--- config.mk ---
export PLATFORM = sky130hd
export DESIGN_NAME = fuse_rd_seq
export DESIGN_NICKNAME = d
export VERILOG_FILES = /design/src/rtl/fuse_rd_pkg.sv /design/src/rtl/fuse_range_calc.sv /design/src/rtl/fuse_tick_timer.sv /design/src/rtl/fuse_byte_emitter.sv /design/src/rtl/fuse_rd_seq.sv
export SDC_FILE = /design/constraint.sdc
export NUM_CORES = 1
export LEC_CHECK = 0
export CAP_MARGIN = 20
export CORE_ASPECT_RATIO = 1.1
export CORE_UTILIZATION = 45
export DETAILED_ROUTE_END_ITERATION = 8
export PLACE_DENSITY = 0.71
export SLEW_MARGIN = 15
export SYNTH_ARGS = -nofsm -noshare
export SYNTH_HDL_FRONTEND = slang
export SYNTH_HIERARCHICAL = 1
export SYNTH_SLANG_ARGS = --single-unit
export TNS_END_PERCENT = 50
--- constraint.sdc ---
create_clock -name clk -period 4.8 [get_ports clk]
set_input_delay 1.44 -clock clk [delete_from_list [all_inputs] [get_ports clk]]
set_output_delay 1.44 -clock clk [all_outputs]
set_load 0.005 [all_outputs]
--- src/rtl/fuse_rd_pkg.sv ---
package fuse_rd_pkg;
  localparam int CTL_W = 10;

  // control pin positions on fuse_ctl
  localparam int BIT_CSB    = 0;
  localparam int BIT_STROBE = 1;
  localparam int BIT_LOAD   = 2;
  localparam int BIT_PGENB  = 3;
  localparam int BIT_PD     = 5;
  localparam int BIT_RSB    = 7;
  localparam int BIT_SFTSEL = 9;

  localparam logic [CTL_W-1:0] CTL_STANDBY =
    CTL_W'((1 << BIT_PD) | (1 << BIT_CSB));
  localparam logic [CTL_W-1:0] CTL_LOADCFG =
    CTL_W'((1 << BIT_LOAD) | (1 << BIT_PGENB) | (1 << BIT_RSB) | (1 << BIT_SFTSEL));
  localparam logic [CTL_W-1:0] CTL_STROBE_ON =
    CTL_W'(1 << BIT_STROBE);

  typedef enum logic [2:0] {
    ST_IDLE,
    ST_WAKE,
    ST_STROBE,
    ST_DRAIN,
    ST_HOLD,
    ST_FINISH
  } seq_state_e;
endpackage

--- src/rtl/fuse_range_calc.sv ---
module fuse_range_calc #(
  parameter int NUM_WORDS  = 32,
  parameter int WORD_BYTES = 4,
  parameter int OFF_W      = 8,
  parameter int LEN_W      = 8,
  localparam int WORD_W = (NUM_WORDS > 1) ? $clog2(NUM_WORDS) : 1,
  localparam int POS_W  = (WORD_BYTES > 1) ? $clog2(WORD_BYTES) : 1
) (
  input  logic [OFF_W-1:0]  offset,
  input  logic [LEN_W-1:0]  length,
  output logic [WORD_W-1:0] first_word,
  output logic [POS_W-1:0]  first_pos,
  output logic [WORD_W-1:0] last_word,
  output logic [POS_W-1:0]  last_pos,
  output logic              empty,
  output logic              overflow
);
  localparam int TOTAL = NUM_WORDS * WORD_BYTES;
  localparam int SUM_W = ((OFF_W > LEN_W) ? OFF_W : LEN_W) + 1;
  localparam logic [SUM_W-1:0] TOTAL_S = SUM_W'(TOTAL);

  logic [SUM_W-1:0] off_ext, end_raw, end_cap, end_m1;

  always_comb begin
    off_ext    = SUM_W'(offset);
    end_raw    = off_ext + SUM_W'(length);
    end_cap    = (end_raw > TOTAL_S) ? TOTAL_S : end_raw;
    end_m1     = end_cap - SUM_W'(1);
    empty      = (length == '0) || (off_ext >= TOTAL_S);
    overflow   = (length != '0) && (end_raw > TOTAL_S);
    first_word = WORD_W'(off_ext >> POS_W);
    first_pos  = POS_W'(off_ext);
    last_word  = WORD_W'(end_m1 >> POS_W);
    last_pos   = POS_W'(end_m1);
  end
endmodule

--- src/rtl/fuse_tick_timer.sv ---
module fuse_tick_timer #(
  parameter int TICKS = 125,
  localparam int CNT_W = (TICKS > 1) ? $clog2(TICKS) : 1
) (
  input  logic clk,
  input  logic rst_n,
  input  logic run,
  output logic expired
);
  logic [CNT_W-1:0] cnt_q;

  assign expired = run && (cnt_q == CNT_W'(TICKS - 1));

  always_ff @(posedge clk or negedge rst_n) begin
    if (!rst_n)                cnt_q <= '0;
    else if (!run || expired)  cnt_q <= '0;
    else                       cnt_q <= cnt_q + CNT_W'(1);
  end
endmodule

--- src/rtl/fuse_byte_emitter.sv ---
module fuse_byte_emitter #(
  parameter int WORD_BYTES = 4,
  localparam int POS_W  = (WORD_BYTES > 1) ? $clog2(WORD_BYTES) : 1,
  localparam int DATA_W = 8 * WORD_BYTES
) (
  input  logic              clk,
  input  logic              rst_n,
  input  logic              ld,
  input  logic [DATA_W-1:0] ld_word,
  input  logic [POS_W-1:0]  ld_first,
  input  logic [POS_W-1:0]  ld_end,
  input  logic              ld_final,
  input  logic              out_ready,
  output logic              out_valid,
  output logic [7:0]        out_data,
  output logic              out_last,
  output logic              active
);
  logic [DATA_W-1:0] word_q;
  logic [POS_W-1:0]  pos_q, end_q;
  logic              final_q, active_q;
  logic [7:0]        lane [WORD_BYTES];

  for (genvar g = 0; g < WORD_BYTES; g++) begin : g_lane
    assign lane[g] = word_q[8*g +: 8];
  end

  assign out_valid = active_q;
  assign out_data  = lane[pos_q];
  assign out_last  = active_q && final_q && (pos_q == end_q);
  assign active    = active_q;

  always_ff @(posedge clk or negedge rst_n) begin
    if (!rst_n) begin
      word_q   <= '0;
      pos_q    <= '0;
      end_q    <= '0;
      final_q  <= 1'b0;
      active_q <= 1'b0;
    end else if (ld) begin
      word_q   <= ld_word;
      pos_q    <= ld_first;
      end_q    <= ld_end;
      final_q  <= ld_final;
      active_q <= 1'b1;
    end else if (active_q && out_ready) begin
      if (pos_q == end_q) active_q <= 1'b0;
      else                pos_q    <= pos_q + POS_W'(1);
    end
  end
endmodule

--- src/rtl/fuse_rd_seq.sv ---
module fuse_rd_seq
  import fuse_rd_pkg::*;
#(
  parameter int NUM_WORDS    = 32,
  parameter int WORD_BYTES   = 4,
  parameter int ADDR_W       = 10,
  parameter int OFF_W        = 8,
  parameter int LEN_W        = 8,
  parameter int TICKS_PER_US = 125,
  localparam int DATA_W = 8 * WORD_BYTES
) (
  input  logic              clk,
  input  logic              rst_n,
  input  logic              start,
  input  logic [OFF_W-1:0]  req_offset,
  input  logic [LEN_W-1:0]  req_length,
  output logic [9:0]        fuse_ctl,
  output logic [ADDR_W-1:0] fuse_addr,
  input  logic [DATA_W-1:0] fuse_dout,
  output logic              out_valid,
  input  logic              out_ready,
  output logic [7:0]        out_data,
  output logic              out_last,
  output logic              busy,
  output logic              done,
  output logic              overflow
);
  localparam int WORD_W = (NUM_WORDS > 1) ? $clog2(NUM_WORDS) : 1;
  localparam int POS_W  = (WORD_BYTES > 1) ? $clog2(WORD_BYTES) : 1;

  seq_state_e        state_q;
  logic [WORD_W-1:0] cur_word_q, first_word_q, last_word_q;
  logic [POS_W-1:0]  first_pos_q, last_pos_q;
  logic              ovf_q;

  logic [WORD_W-1:0] calc_first_word, calc_last_word;
  logic [POS_W-1:0]  calc_first_pos, calc_last_pos;
  logic              calc_empty, calc_ovf;
  logic              tick, timer_run, em_load, em_active;

  fuse_range_calc #(
    .NUM_WORDS(NUM_WORDS), .WORD_BYTES(WORD_BYTES),
    .OFF_W(OFF_W), .LEN_W(LEN_W)
  ) u_range (
    .offset(req_offset), .length(req_length),
    .first_word(calc_first_word), .first_pos(calc_first_pos),
    .last_word(calc_last_word), .last_pos(calc_last_pos),
    .empty(calc_empty), .overflow(calc_ovf)
  );

  assign timer_run = (state_q == ST_WAKE) || (state_q == ST_STROBE) || (state_q == ST_HOLD);

  fuse_tick_timer #(.TICKS(TICKS_PER_US)) u_timer (
    .clk(clk), .rst_n(rst_n), .run(timer_run), .expired(tick)
  );

  assign em_load = (state_q == ST_STROBE) && tick;

  fuse_byte_emitter #(.WORD_BYTES(WORD_BYTES)) u_emit (
    .clk(clk), .rst_n(rst_n),
    .ld(em_load), .ld_word(fuse_dout),
    .ld_first((cur_word_q == first_word_q) ? first_pos_q : '0),
    .ld_end((cur_word_q == last_word_q) ? last_pos_q : POS_W'(WORD_BYTES - 1)),
    .ld_final(cur_word_q == last_word_q),
    .out_ready(out_ready), .out_valid(out_valid),
    .out_data(out_data), .out_last(out_last), .active(em_active)
  );

  always_ff @(posedge clk or negedge rst_n) begin
    if (!rst_n) begin
      state_q      <= ST_IDLE;
      cur_word_q   <= '0;
      first_word_q <= '0;
      last_word_q  <= '0;
      first_pos_q  <= '0;
      last_pos_q   <= '0;
      ovf_q        <= 1'b0;
    end else begin
      unique case (state_q)
        ST_IDLE: if (start) begin
          first_word_q <= calc_first_word;
          first_pos_q  <= calc_first_pos;
          last_word_q  <= calc_last_word;
          last_pos_q   <= calc_last_pos;
          cur_word_q   <= calc_first_word;
          ovf_q        <= calc_ovf;
          state_q      <= calc_empty ? ST_FINISH : ST_WAKE;
        end
        ST_WAKE:   if (tick) state_q <= ST_STROBE;
        ST_STROBE: if (tick) state_q <= ST_DRAIN;
        ST_DRAIN:  if (!em_active) state_q <= ST_HOLD;
        ST_HOLD: if (tick) begin
          if (cur_word_q == last_word_q) begin
            state_q <= ST_FINISH;
          end else begin
            cur_word_q <= cur_word_q + WORD_W'(1);
            state_q    <= ST_STROBE;
          end
        end
        ST_FINISH: state_q <= ST_IDLE;
        default:   state_q <= ST_IDLE;
      endcase
    end
  end

  always_comb begin
    unique case (state_q)
      ST_WAKE, ST_DRAIN, ST_HOLD: fuse_ctl = CTL_LOADCFG;
      ST_STROBE:                  fuse_ctl = CTL_LOADCFG | CTL_STROBE_ON;
      default:                    fuse_ctl = CTL_STANDBY;
    endcase
  end

  assign fuse_addr = ADDR_W'(cur_word_q);
  assign busy      = (state_q != ST_IDLE);
  assign done      = (state_q == ST_FINISH);
  assign overflow  = done && ovf_q;
endmodule

==> metrics <==
Critical Path RT=~5100 ps; fraction of the mapped netlist area in compound gates=12.0%; WS Path Type=in -> reg; Top Layer Used=met4; post-synth top area share=between 40 and 50%; first-pass GRT wire length=~15 mm; mux cell area share after synthesis=between 10% and 20%; Hold Crit Depth=2; n_diodes=0; Antenna Nets Post-Route=0; CTS tree=yes; DR WL/cell=14.9 um; count leader, synth=dfrtp_1; Clock Path Buffers=2; Max H-tree Level=3; Cell Area, Placed=4990 um^2; main flop type after synthesis=dfrtp_1; worst hold path type=reg -> reg; global-route usage over all layers=between 10% and 20%; CTS root buf=clkbuf_8; run status=finished clean; CTS hold repair buffers=0; filler instances=approximately 760; post-route clock period utilization=between 90% and 100%; Final Slew Violations=0; Ys Warns=6; gr ovfl total=0; antenna violations before repair=0; worst skew pair latency=340 ps; P per Cell Area=383 nW/um^2; Reg clk slew, reported paths=~70 ps; cts repair resizes=0; Yosys reg bits=slightly below 70; sequential-to-total area share from yosys stat=between 40% and 50%; core area=approximately 9000 um^2; Sink Count=68; unrepaired setup endpoints after global routing=no; Die W=94.5 um; mapped cell area=4240 um^2; f_max=about 220 MHz; Reg2Reg Depth=8; share of layout cells above drive strength 1=19.0%; Synth Area in Adders=4.02%; setup TNS=0 ps; Area contributors post-synth=dfrtp_1, mux2_2, mux4_1, nand2_1, buf_4; logic gate share of total power=between 30 and 40%; Synth top cells by count=dfrtp_1, nand2_1, mux2_2; DRC viols=0; routed wl met3=373 um; Clk pwr share=between 20 and 25%; Sw Share=a little over a third; Die Y=just over 100 um; CP Launch Type=input port; PortBufs=76; Synth area leader=dfrtp_1; Mapped Avg Cell Area=10.8 um^2; DIE AREA=between 9000 and 10000 um^2; met2 wire len=around 4.3 mm; relative slew slack=about two fifths; GP Congestion=between 0.9 and 1; Layout Utilization=a little under three fifths; post-DP HPWL=6.63 mm; area grow syn2layout=22.4%; design area=~5200 um^2; DRT met1 WL=~3.9 mm; DR pass1 iterations=4; xor and xnor fraction of the mapped netlist area=5.91%; Top Ports=85; crit path capture type=flop; final hold vios=0; EDFF count, synth=0; Site Rows=36; setup bufs post-CTS=0; Nets=roughly 530; maximum vdd drop=between 0.2 and 0.25 mV; CP Max Fanout=6; final setup fails=0; Async SR Flop Fraction=100%; average vias per placed instance=about 5.4; Critical Path AT=4800 ps; fin crit period=~4500 ps; Routed Wire Length=between 8 and 9 mm; pre-CTS setup slack=-35.6 ps; Pleak=2.38 nW; Slew @ Worst Pin=just over 900 ps; Yosys cell types=75; largest family of logic cells by synthesized area=simple AND/OR/NAND/NOR gates; Max Clock Skew=~9.4 ps; PnR worst setup slack=279 ps; simple-gate share of the synthesized area=15.8%; DR vias=3118; Num CTS Buffers=9; DRT iter0 DRCs=151; number of global-route vias before repair=just over 3000; Internal Pwr Total=1.30 mW; Psw=0.689 mW; Flop pwr share=39.9%; Mapped Cells=394; Initial Utilization=47.0%; max_cap viols=0; largest net degree at the start of global routing=44
## cell families after synthesis
family                   count (synthesis)
flip-flops                              68
other                                    1
multiplexers                            43
adder cells (fa/ha/maj)                 13
XOR/XNOR                                26
AO/OA/AOI/OAI                           61
buffers and inverters                   53
AND/OR/NAND/NOR                        129
## critical path, cell delays in order
cell and delay, ps:
clkdlybuf4s50_1 490, ha_1 220, inv_1 70, fa_1 420
and2b_1 260, o22a_2 170, xnor2_2 120, nand3_2 130
o31ai_4 320, nand3_1 140, ha_1 260, buf_4 170
o31a_1 290, o211ai_1 160, nand2_1 70, nand2_1 80
## routing by layer
layer	vias up	track usage, %
met5	-	0
met1	1520	24.3
met3	9	4.11
met4	0	6.17
met2	72	31.8
li1	1517	-
## per-stage QoR
step | hold slack, ps | power, mW | instances
after floorplan | 437 | 1.28 | 401
after global placement | 461 | 1.53 | 565
after detailed placement | 471 | 1.54 | 566
after CTS | 487 | 2.01 | 582
after global routing | 526 | 2.15 | 582
final | 487 | 1.99 | 582
## cell type report
class	count	area [um^2]	share of cell area, %
multi-input combinational	280	2230	43.1
clock inverter	6	65.1	1.25
sequential	68	1700	32.8
inverter	17	63.8	1.23
tap	114	143	2.75
clock buffer	10	128	2.46
timing repair buffer	87	851	16.4
## worst paths after layout
| check | startpoint | end | slack [ps] |
|---|---|---|---|
| max | req_offset[0] | last_word_q[4] | 280 |
| max in group asynchronous | rst_n | state_q[2] | 3140 |
| max reg2reg | state_q[1] | u_emit/pos_q[0] | 1640 |
| min | ovf_q | ovf_q | 490 |
| min in group asynchronous | rst_n | u_emit/word_q[27] | 1040 |
| min reg2reg | ovf_q | ovf_q | 490 |
## power by group through the flow
stage | Clock [mW] | Sequential [mW] | Combinational, mW
floorplan | 0 | 0.769 | 0.510
global placement | 0 | 0.801 | 0.728
detailed placement | 0 | 0.804 | 0.740
CTS | 0.471 | 0.794 | 0.745
global route | 0.502 | 0.814 | 0.832
finish | 0.458 | 0.792 | 0.737
## placed cells by master, fill, tap and decap left out, types with 3 or more instances in the layout
master	instances
o31a_1	3
nand2_1	55
conb_1	8
dfrtp_1	68
mux4_1	8
buf_4	10
a21o_1	4
ha_1	12
o211ai_1	6
xnor2_1	15
nor2b_1	7
nor2_1	12
a21oi_1	7
nand3_2	3
clkbuf_8	9
mux2_2	35
clkdlybuf4s50_1	75
xor2_1	8
o21ai_0	10
nor3_1	4
and2_1	3
nand3_1	15
or3_1	3
inv_1	15
## registers in the layout, indices dropped and copies added, names as in the netlist
| name | flops |
|---|---|
| first_pos_q | 2 |
| last_pos_q | 2 |
| ovf_q | 1 |
| u_emit/end_q | 2 |
| last_word_q | 5 |
| state_q | 3 |
| u_emit/final_q | 1 |
| cur_word_q | 5 |
| first_word_q | 5 |
| u_timer/cnt_q | 7 |
| u_emit/word_q | 32 |
| u_emit/pos_q | 2 |
| u_emit/active | 1 |
(Power assumes the default switching activity.)
